`config.mk`:
```
export PLATFORM = sky130hd
export DESIGN_NAME = branch_resolve_unit
export DESIGN_NICKNAME = d
export VERILOG_FILES = /design/src/rtl/bru_pkg.sv /design/src/rtl/bru_cond.sv /design/src/rtl/bru_target.sv /design/src/rtl/branch_resolve_unit.sv
export SDC_FILE = /design/constraint.sdc
export NUM_CORES = 1
export LEC_CHECK = 0
export ABC_AREA = 1
export CAP_MARGIN = 20
export CORE_MARGIN = 2
export CORE_UTILIZATION = 49
export CTS_CLUSTER_SIZE = 28
export DETAILED_ROUTE_END_ITERATION = 16
export GPL_TIMING_DRIVEN = 0
export PLACE_DENSITY = 0.92
export SLEW_MARGIN = 20
export SYNTH_ARGS = -nofsm -noshare
export SYNTH_HDL_FRONTEND = slang
export SYNTH_SLANG_ARGS = --single-unit
```
`constraint.sdc`:
```
create_clock -name clk -period 0.9 [get_ports clk]
set_clock_uncertainty 0.15 [all_clocks]
set_input_delay 0.135 -clock clk [delete_from_list [all_inputs] [get_ports clk]]
set_output_delay 0.135 -clock clk [all_outputs]
set_load 0.02 [all_outputs]
```
`src/rtl/bru_pkg.sv`:
```
package bru_pkg;

    typedef enum logic [2:0] {
        BRU_EQ   = 3'd0,
        BRU_NE   = 3'd1,
        BRU_LT   = 3'd2,
        BRU_GE   = 3'd3,
        BRU_LTU  = 3'd4,
        BRU_GEU  = 3'd5,
        BRU_JAL  = 3'd6,
        BRU_JALR = 3'd7
    } bru_op_e;

    localparam int unsigned FULL_STEP  = 4;
    localparam int unsigned SHORT_STEP = 2;

endpackage

```
`src/rtl/bru_cond.sv`:
```
module bru_cond
    import bru_pkg::*;
#(
    parameter int unsigned XLEN = 32
) (
    input  bru_op_e          op_i,
    input  logic [XLEN-1:0]  lhs_i,
    input  logic [XLEN-1:0]  rhs_i,
    output logic             go_o,
    output logic             is_jump_o
);
    logic eq_w;
    logic lt_s_w;
    logic lt_u_w;

    assign eq_w   = (lhs_i == rhs_i);
    assign lt_s_w = ($signed(lhs_i) < $signed(rhs_i));
    assign lt_u_w = (lhs_i < rhs_i);

    always_comb begin
        is_jump_o = 1'b0;
        unique case (op_i)
            BRU_EQ:   go_o = eq_w;
            BRU_NE:   go_o = !eq_w;
            BRU_LT:   go_o = lt_s_w;
            BRU_GE:   go_o = !lt_s_w;
            BRU_LTU:  go_o = lt_u_w;
            BRU_GEU:  go_o = !lt_u_w;
            BRU_JAL,
            BRU_JALR: begin
                go_o      = 1'b1;
                is_jump_o = 1'b1;
            end
            default:  go_o = 1'b0;
        endcase
    end
endmodule

```
`src/rtl/bru_target.sv`:
```
module bru_target
    import bru_pkg::*;
#(
    parameter int unsigned XLEN = 32
) (
    input  bru_op_e          op_i,
    input  logic [XLEN-1:0]  pc_i,
    input  logic [XLEN-1:0]  rs1_i,
    input  logic [XLEN-1:0]  imm_i,
    input  logic             rvc_en_i,
    input  logic             short_i,
    output logic [XLEN-1:0]  seq_pc_o,
    output logic [XLEN-1:0]  tgt_pc_o,
    output logic             tgt_bad_o
);
    localparam logic [XLEN-1:0] STEP_FULL  = XLEN'(FULL_STEP);
    localparam logic [XLEN-1:0] STEP_SHORT = XLEN'(SHORT_STEP);

    logic [XLEN-1:0] base_w;
    logic [XLEN-1:0] sum_w;
    logic            clr_lsb_w;

    assign seq_pc_o  = pc_i + (short_i ? STEP_SHORT : STEP_FULL);
    assign base_w    = (op_i == BRU_JALR) ? rs1_i : pc_i;
    assign sum_w     = base_w + imm_i;
    assign clr_lsb_w = (op_i == BRU_JALR) || rvc_en_i;

    always_comb begin
        tgt_pc_o = sum_w;
        if (clr_lsb_w) begin
            tgt_pc_o[0] = 1'b0;
        end
        tgt_bad_o = !rvc_en_i && (tgt_pc_o[1:0] != 2'b00);
    end
endmodule

```
`src/rtl/branch_resolve_unit.sv`:
```
module branch_resolve_unit
    import bru_pkg::*;
#(
    parameter int unsigned XLEN      = 32,
    parameter int unsigned REG_IDX_W = 5
) (
    input  logic                  clk,
    input  logic                  rst_n,
    input  logic                  in_valid,
    input  logic [2:0]            op,
    input  logic [XLEN-1:0]       pc,
    input  logic [XLEN-1:0]       rs1_val,
    input  logic [XLEN-1:0]       rs2_val,
    input  logic [XLEN-1:0]       imm,
    input  logic [REG_IDX_W-1:0]  rd_idx,
    input  logic                  rvc_en,
    input  logic                  short_insn,
    output logic                  out_valid,
    output logic                  taken,
    output logic [XLEN-1:0]       next_pc,
    output logic [XLEN-1:0]       link_val,
    output logic                  link_we,
    output logic                  misalign
);
    typedef struct packed {
        logic            vld;
        logic            tkn;
        logic [XLEN-1:0] npc;
        logic [XLEN-1:0] lnk;
        logic            lwe;
        logic            exc;
    } res_t;

    bru_op_e         op_w;
    logic            go_w;
    logic            is_jump_w;
    logic [XLEN-1:0] seq_pc_w;
    logic [XLEN-1:0] tgt_pc_w;
    logic            tgt_bad_w;
    res_t            res_d;
    res_t            res_q;

    assign op_w = bru_op_e'(op);

    bru_cond #(.XLEN(XLEN)) u_cond (
        .op_i      (op_w),
        .lhs_i     (rs1_val),
        .rhs_i     (rs2_val),
        .go_o      (go_w),
        .is_jump_o (is_jump_w)
    );

    bru_target #(.XLEN(XLEN)) u_target (
        .op_i      (op_w),
        .pc_i      (pc),
        .rs1_i     (rs1_val),
        .imm_i     (imm),
        .rvc_en_i  (rvc_en),
        .short_i   (short_insn),
        .seq_pc_o  (seq_pc_w),
        .tgt_pc_o  (tgt_pc_w),
        .tgt_bad_o (tgt_bad_w)
    );

    always_comb begin
        res_d     = res_q;
        res_d.vld = 1'b0;
        res_d.tkn = 1'b0;
        res_d.lwe = 1'b0;
        res_d.exc = 1'b0;
        if (in_valid) begin
            res_d.vld = 1'b1;
            res_d.lnk = seq_pc_w;
            if (go_w && tgt_bad_w) begin
                res_d.exc = 1'b1;
                res_d.npc = tgt_pc_w;
            end else if (go_w) begin
                res_d.tkn = 1'b1;
                res_d.npc = tgt_pc_w;
                res_d.lwe = is_jump_w && (rd_idx != '0);
            end else begin
                res_d.npc = seq_pc_w;
            end
        end
    end

    always_ff @(posedge clk or negedge rst_n) begin
        if (!rst_n) begin
            res_q <= '0;
        end else begin
            res_q <= res_d;
        end
    end

    assign out_valid = res_q.vld;
    assign taken     = res_q.tkn;
    assign next_pc   = res_q.npc;
    assign link_val  = res_q.lnk;
    assign link_we   = res_q.lwe;
    assign misalign  = res_q.exc;

    p_fault_blocks_r7: assert property (@(posedge clk) disable iff (!rst_n)
        misalign |-> (!taken && !link_we));

    p_fault_jalr_r8: assert property (@(posedge clk) disable iff (!rst_n)
        (in_valid && !rvc_en && op_w == BRU_JALR && tgt_pc_w[1]) |=> misalign);

    p_no_fault_rvc_r9: assert property (@(posedge clk) disable iff (!rst_n)
        (in_valid && rvc_en) |=> !misalign);

    p_zero_rd_r6: assert property (@(posedge clk) disable iff (!rst_n)
        (in_valid && rd_idx == '0) |=> !link_we);

    p_pulse_r10: assert property (@(posedge clk) disable iff (!rst_n)
        out_valid |-> $past(in_valid));

    p_idle_flags_r10: assert property (@(posedge clk) disable iff (!rst_n)
        !out_valid |-> !(taken || link_we || misalign));

    p_seq_step_r3: assert property (@(posedge clk) disable iff (!rst_n)
        in_valid |-> ((seq_pc_w - pc) == (short_insn ? XLEN'(2) : XLEN'(4))));
endmodule

```
==> reports/results.ini, run 1 <==
[outcome]
status = stopped before the end
last-stage-reached = 5_1_grt
error = [ERROR DPL-0038] Utilization greater than 100%, impossible to legalize

[floorplanning]
ioPinCount = 209
num_rows = 43
floorplan.initialDensity_pct = 50.3
fp.dieH_um = 123
chipWidth_um = 123

[cts]
max-clock-path-buffers = 2
cts.sinks = 68
cts-buffers-inserted = 9
h-tree-depth = 3
cts_root_buffer = clkbuf_16

[synth]
synth.top_cell.area_share_pct = 24.4
syn_area_sq_um = 6980
synth_top_cell_by_area = dfrtp_1
avgSynthCellArea_sq_um = 6.54
yosysWarnings = 0
synth_cell_types = 44
yosysSeqAreaShare_pct = 24.4
synth_nets = 1275
synth_ff_type = dfrtp_1
synthArstFlopShare_pct = 100
synthCells = 1067
yosys_register_bits = 68
synth.area.top_cells = dfrtp_1 (24%), nand2_1 (17%), ha_1 (12%)
synth_edf_count = 0

[global_route]
grt_max_degree = 45

[sta]
crit_endpoint = next_pc[24]$_DFFE_PN0P_/D
worst-ep-kind = register input

[placed_design]
port_buffers = 208
gp_congestion = 0.941
dpl.hpwl_um = 20500

==> repair_timing <==
action,4_1_cts
gates resized for setup,1125
endpoints found under the setup margin,135
hold buffers,1
endpoints found under the hold margin,70
buffers inserted,144
pin swaps,213
cloned,5
==> stage by stage <==
stage	util, %	std cells	worst slack, ns	hold slack, ns	area, sq um
CTS	92.7	1615	-1.54	-0.441	12900
detailed placement	70.5	1456	-2.95	-0.0914	9780
global placement	70.3	1455	-2.98	0.308	9760
floorplan	-	1067	-1.61	-0.311	7450
==> cell usage after synthesis (all sizes together) (8+ instances only) <==
cell type	n
nand2	314
xor2	38
nor2	86
xnor2	14
nand3	93
clkbuf	20
a21oi	70
ha	65
nand4	15
buf	8
dfrtp	68
o21ai	52
nor3	22
inv	158
==> cell families after synthesis <==
family                     share of synthesized area [%]
muxes                                              0.968
AOI/OAI and AO/OA                                   11.4
buffers and inverters                               10.8
xor gates and xnor gates                            6.53
and+or+nand+nor                                     33.7
adders and majority gates                           12.2
DFF                                                 24.4
==> run 2: changes to the inputs <==
Settings changed: CORE_UTILIZATION 49 to 40, CTS_CLUSTER_SIZE 28 to unset, PLACE_DENSITY 0.92 to unset, PLACE_DENSITY_LB_ADDON set to 0.15.
==> reports/results.ini, run 2 <==
[outcome]
status = finished, violations left
violations = hold timing, setup timing

[synth]
synth_nets = 1275  ; unchanged
syn_area_sq_um = 6980  ; unchanged
synth_cell_types = 44  ; unchanged
synth-simple-area-share_pct = 33.7  ; unchanged
yosysSeqAreaShare_pct = 24.4  ; unchanged
synth_mux_area_share_pct = 0.968  ; unchanged
synth_top_family_by_area = simple AND/OR/NAND/NOR gates
synthAdderAreaFrac_pct = 12.2  ; unchanged
yosys_register_bits = 68  ; unchanged
synth_edf_count = 0  ; unchanged
yosysWarnings = 0  ; unchanged
synth_top_cell_by_area = dfrtp_1
synth.top_cell.area_share_pct = 24.4  ; unchanged
synth_ff_type = dfrtp_1
synth_compound_area_share_pct = 11.4  ; unchanged
synthTopCellsByCount = nand2_1 (308), inv_1 (154), nand3_1 (91)
synth_xor_xnor_area_share_pct = 6.53  ; unchanged
synthArstFlopShare_pct = 100  ; unchanged
synthCells = 1067  ; unchanged
synth.area.top_cells = dfrtp_1 (24%), nand2_1 (17%), ha_1 (12%)
avgSynthCellArea_sq_um = 6.54  ; unchanged
yosysMostFrequentCell = nand2_1

[cts]
cts.sinks = 68  ; unchanged
worstSkewPairLatency_ns = 0.32
cts-buffers-inserted = 9  ; unchanged
max-clock-path-buffers = 2  ; unchanged
clkSlewWorstSetupHoldPaths_ns = 0.06
hold_buffers = 1  ; unchanged
cts_root_buffer = clkbuf_16
cts_tree = yes
h-tree-depth = 3  ; unchanged

[sta]
fmax_mhz = 385
slew_viol_final = 0
fin_hold_ws_ns = -0.470
period_share_pct = 289
maxSlewHeadroom_pct = 48.3
setup_violations = 133
hold_viol_final = 68
setup-tns-final_ns = -89.75
tightest_slew_ns = 0.766
min_period_ns = 2.60
setup_ws_ns = -1.70
rsz0062_at_grt = yes

[floorplanning]
core_sq_um = 17200
fp.dieH_um = 136  ; +10%
chipWidth_um = 136  ; +10%
floorplan.initialDensity_pct = 40.6  ; -9.6 points
ioPinCount = 209  ; unchanged
num_rows = 48  ; +12%
die_area_sq_um = 18500

[setup_path]
startpoint_type = input pin
arrival_ns = 2.66
critPathRequiredTime_ns = 0.96
r2r_end = link_val[27]$_DFFE_PN0P_
cp-end-kind = flop
reg2reg_depth = 4
reg2reg_slack_ns = -0.18
path_max_fanout = 6
r2r-start = link_val[27]$_DFFE_PN0P_
criticalPathCategory = in2reg

[routing]
drt-initial-drc-count = 848
drcViolationCount = 0
routed_wirelength_um = 31600
first_pass_iters = 5
vias_per_cell = 5.41
drtAntennaViolNets = 0
drt-wirelength-per-cell_um = 18.6
dr_total_vias = 9230

[final_layout]
final_core_util_pct = 79.2
syn_to_final_growth_pct = 94.9
fillers = 1061
multi_input_area_sq_um = 6690
layout_common_cells = nand2_1 (213), buf_4 (146), buf_6 (116)
drive_above_1_share_pct = 52.8
nNetsFinal = 1682
stdcell_area_sq_um = 13600
layout_commonest_cell = nand2_1
final-seq-area_sq_um = 1700

[pwr]
power_frac_seq_pct = 22.7
switching_power_w = 0.00683
p_clk_share_pct = 18.8
leakagePower_nw = 6.62
pwr-share-comb_pct = 58.5
sw_frac_of_total_pct = 40.2
p_int_w = 0.0102
ir_worst_vdd_v = 0.00156
powerDensity_nw_per_um2 = 1250

[placed_design]
gp_congestion = 0.988  ; +5.0%
dpl.hpwl_um = 20300  ; -1.1%
postPlaceCellArea_sq_um = 9840  ; +0.65%
dp_slack_ns = -2.88  ; +0.0713 ns
port_buffers = 208  ; unchanged

[global_route]
grt_first_pass_wirelength_um = 43200
overflow = 0
grt_max_degree = 51
antenna_found_initial = 1
grt_pass1_vias = 8488
grt_use_total_pct = 30.1

[flow_run]
maxCapViolations = 0

[worst_hold_path]
holdCritPathClass = in2async

## run 2: cell counts after synthesis
No cell type changed its count.
## run 2: cells by family after synthesis
logic type / count (synthesis)
buffers and inverters: 188
flip-flops: 68
AND/OR/NAND/NOR: 540
XOR/XNOR: 52
adder cells (fa/ha/maj): 67
multiplexers: 6
AO/OA/AOI/OAI: 146
## run 2: what timing repair did
item / in CTS / in global routing
resized for setup: 1024 / 210
pin swaps: 191 / 139
setup buffers: 122 / 65
endpoints found under the setup margin: 135 / 135
endpoints found under the hold margin: 69 / 68
cloned: 7 / 0
## run 2: layout make-up
class / instances / share of cell area (%)
multi-input cells: 812 / 49.2
flip-flops and latches: 68 / 12.5
plain buffers: 28 / 2.53
inverters: 160 / 4.69
well taps: 225 / 2.07
repair buffers: 395 / 27.0
diodes: 1 / 0.0184
clock inverters: 5 / 0.202
clock buffers: 11 / 1.78
## run 2: how the worst max path moves through the flow
stage,endpoint,startpoint,depth (start not counted),slack (ns)
2_1_floorplan,next_pc[18]$_DFFE_PN0P_,op[2],21,-1.61
3_3_place_gp,next_pc[31]$_DFFE_PN0P_,op[2],17,-2.90
3_5_place_dp,next_pc[31]$_DFFE_PN0P_,op[2],17,-2.88
4_1_cts,next_pc[31]$_DFFE_PN0P_,op[2],17,-1.58
5_1_grt,next_pc[22]$_DFFE_PN0P_,op[1],18,-1.78
6_report,next_pc[27]$_DFFE_PN0P_,op[1],21,-1.70
## run 2: through the flow
step                cells  total power [W]  hold slack [ns]
floorplan            1067          0.00741           -0.311
global placement     1500           0.0101            0.307
detailed placement   1501           0.0101           -0.116
CTS                  1646           0.0154           -0.464
global route         1705           0.0178           -0.451
finish               1705           0.0170           -0.470
## run 2: worst max-delay path, cell delays in order
cell,delay (ns)
buf_8,0.08
nand3_4,0.10
clkbuf_16,0.18
clkbuf_16,0.17
nor2_2,0.10
a21oi_1,0.06
ha_1,0.36
inv_2,0.12
o21bai_4,0.09
a21boi_2,0.16
nand2_2,0.12
buf_4,0.16
a21oi_4,0.18
or2_4,0.16
nand2_1,0.05
nand2_1,0.06
nand2_2,0.09
inv_2,0.07
nand3_2,0.08
nand3_1,0.09
nand2_1,0.05
## run 2: routing by layer
| metal | track usage (%) | vias up | routed length (um) |
|---|---|---|---|
| met5 | 0 | - | 0 |
| met1 | 38.8 | 4339 | 12200 |
| met4 | 9.78 | 0 | 1580 |
| met3 | 2.98 | 139 | 2250 |
| met2 | 52.7 | 510 | 15600 |
| li1 | - | 4242 | - |
## run 2: power by group through the flow
| stage | Sequential, W | Combinational, W | Clock [W] |
|---|---|---|---|
| after CTS | 0.00385 | 0.00841 | 0.00319 |
| after global placement | 0.00382 | 0.00623 | 0 |
| final | 0.00386 | 0.00995 | 0.00320 |
| after floorplan | 0.00434 | 0.00307 | 0 |
| after detailed placement | 0.00383 | 0.00629 | 0 |
| after global routing | 0.00389 | 0.0105 | 0.00335 |
(Power assumes the default switching activity.)
==> run 3: changes to the inputs <==
Settings changed: GPL_TIMING_DRIVEN 0 to unset, HOLD_SLACK_MARGIN set to 0.06.
==> reports/results.ini, run 3 (synthesis gave the netlist of run 2 again) <==
[final_layout]
syn_to_final_growth_pct = 111
stdcell_area_sq_um = 14700  ; +8.2%
drive_above_1_share_pct = 55.9  ; +3.1 points
layout_commonest_cell = buf_4
layout_common_cells = buf_4 (281), nand2_1 (226), buf_6 (122)
nNetsFinal = 1814  ; +7.8%

[pwr]
powerDensity_nw_per_um2 = 1260  ; +0.86%
p_int_w = 0.0112  ; +10%
power_frac_seq_pct = 21.1  ; -1.6 points
p_clk_share_pct = 21.2  ; +2.4 points
leakagePower_nw = 7.26  ; +9.6%
p_total_w = 0.0186  ; +9.1%
pwr-share-comb_pct = 57.7  ; -0.8 points
switching_power_w = 0.00736  ; +7.6%
ir_worst_vdd_v = 0.00128  ; -18%
sw_frac_of_total_pct = 39.6  ; -0.54 points

[sta]
tightest_slew_ns = 0.783  ; +0.0176 ns
period_share_pct = 287  ; -2.3 points
maxSlewHeadroom_pct = 47.1  ; -1.2 points
rsz0062_at_grt = yes
fmax_mhz = 388  ; +0.80%
hold_viol_final = 0  ; -100%
min_period_ns = 2.58  ; -0.0207 ns
setup_ws_ns = -1.68  ; +0.0207 ns
slew_viol_final = 0  ; unchanged
setup_violations = 133  ; unchanged

[global_route]
grt_use_total_pct = 32.9  ; +2.8 points
grt_pass1_vias = 9244  ; +8.9%
grt_first_pass_wirelength_um = 47100  ; +9.1%
overflow = 0  ; unchanged
grt_max_degree = 44  ; -14%
antenna_found_initial = 0  ; -1

[placed_design]
postPlaceCellArea_sq_um = 11400  ; +16%
gp_congestion = 0.968  ; -2.0%
dpl.hpwl_um = 22000  ; +8.2%
port_buffers = 208  ; unchanged

[floorplanning]
ioPinCount = 209  ; unchanged
floorplan.initialDensity_pct = 40.6  ; unchanged
core_sq_um = 17200  ; unchanged
chipWidth_um = 136  ; unchanged
fp.dieH_um = 136  ; unchanged
num_rows = 48  ; unchanged
die_area_sq_um = 18500  ; unchanged

[routing]
first_pass_iters = 8  ; +3
dr_total_vias = 10074  ; +9.1%
drcViolationCount = 0  ; unchanged
drtAntennaViolNets = 0  ; unchanged
drt-wirelength-per-cell_um = 19.6  ; +5.7%
drt-initial-drc-count = 870  ; +2.6%
routed_wirelength_um = 36000  ; +14%
vias_per_cell = 5.48  ; +1.3%

[setup_path]
startpoint_type = input pin
path_max_fanout = 6  ; unchanged
cp-end-kind = flop
criticalPathCategory = in2reg
arrival_ns = 2.65  ; about the same
critPathRequiredTime_ns = 0.97  ; about the same

[outcome]
status = finished, violations left
violations = setup timing

[cts]
worstSkewPairLatency_ns = 0.33  ; about the same
cts_tree = yes
cts.sinks = 68  ; unchanged
max-clock-path-buffers = 2  ; unchanged
cts-buffers-inserted = 9  ; unchanged
h-tree-depth = 3  ; unchanged
cts_root_buffer = clkbuf_16
clkSlewWorstSetupHoldPaths_ns = 0.06  ; about the same

[worst_hold_path]
holdCritPathClass = in2reg

[flow_run]
maxCapViolations = 0  ; unchanged

[run 3: changes by cell type in the layout (fill, tap and decap cells not counted), sizes merged]
cell	previous run	this run
clkdlybuf4s50	42	43
dlygate4sd2	20	29
inv	160	161
clkinv	4	3
dlymetal6s2s	1	0
nand2	315	316
buf	298	440
clkdlybuf4s15	23	10
bufinv	0	2
clkbuf	49	40
[run 3: power by group through the flow]
stage	combinational, W	sequential [W]	clock (W)
after floorplan	0.00307	0.00434	0
after global routing	0.0113	0.00394	0.00405
after CTS	0.00896	0.00387	0.00388
after global placement	0.00740	0.00383	0
after detailed placement	0.00748	0.00384	0
final	0.0107	0.00391	0.00394
[run 3: routing by layer]
layer,vias up,wire length (um),share of wire (%),track usage (%)
li1,4516,-,-,-
met1,4705,13600,38,43.0
met2,677,17200,48,56.6
met3,176,3110,8.6,4.29
met4,0,2120,5.9,10.1
met5,-,0,0,0
[run 3: worst paths after layout]
kind / start / endpoint / slack [ns] / depth (start not counted)
setup / recovery: op[0] / next_pc[29]$_DFFE_PN0P_ / -1.68 / 21
hold / removal: pc[1] / link_val[1]$_DFFE_PN0P_ / 0.09 / 4
setup reg to reg: next_pc[18]$_DFFE_PN0P_ / next_pc[18]$_DFFE_PN0P_ / -0.21 / 4
hold reg to reg: next_pc[2]$_DFFE_PN0P_ / next_pc[2]$_DFFE_PN0P_ / 0.35 / 2
max in group asynchronous: rst_n / next_pc[6]$_DFFE_PN0P_ / 0.15 / 3
min in group asynchronous: rst_n / next_pc[14]$_DFFE_PN0P_ / 0.16 / 3
[run 3: cell type report]
class,instances,area (sq um)
clock inverter,7,98.8
clock buffer,9,225
antenna,1,2.50
sequential,68,1700
timing repair buffer,554,5000
multi-input combinational,813,6770
inverter,160,631
tap,225,282
fill,903,2460
[run 3: what timing repair did]
| action | 4_1_cts | 5_1_grt |
|---|---|---|
| setup buffers | 63 | 51 |
| endpoints found under the hold margin | 69 | 0 |
| gates cloned | 6 | 3 |
| hold buffers | 1 | 0 |
| pin swaps | 173 | 144 |
| endpoints found under the setup margin | 135 | 133 |
| gates resized for setup | 903 | 277 |
[run 3: critical path, cell delays in order]
cell     delay [ns]
buf_8          0.08
nand3_4        0.12
buf_12         0.16
buf_12         0.14
buf_12         0.15
a21oi_4        0.17
ha_4           0.23
buf_6          0.14
nand2_4        0.07
nand2_4        0.06
buf_12         0.12
a31oi_4        0.19
o21ai_2        0.11
a21oi_2        0.18
nand2_1        0.11
nand2_1        0.10
nand2_1        0.08
inv_1          0.07
nand3_1        0.09
nand3_1        0.08
nand2_1        0.07
[run 3: through the flow]
step                      cells  hold slack [ns]  worst slack (ns)  setup TNS, ns  utilization, %
after global routing       1836            0.113             -1.70        -100.60            85.6
after floorplan            1067           -0.311             -1.61         -67.50               -
after global placement     1703         -0.00547             -2.41        -141.36            66.6
after detailed placement   1703         -0.00364             -2.40        -143.74            66.6
after CTS                  1787           0.0582             -1.45         -85.47            78.4
final                      1837           0.0925             -1.68         -94.28            85.6
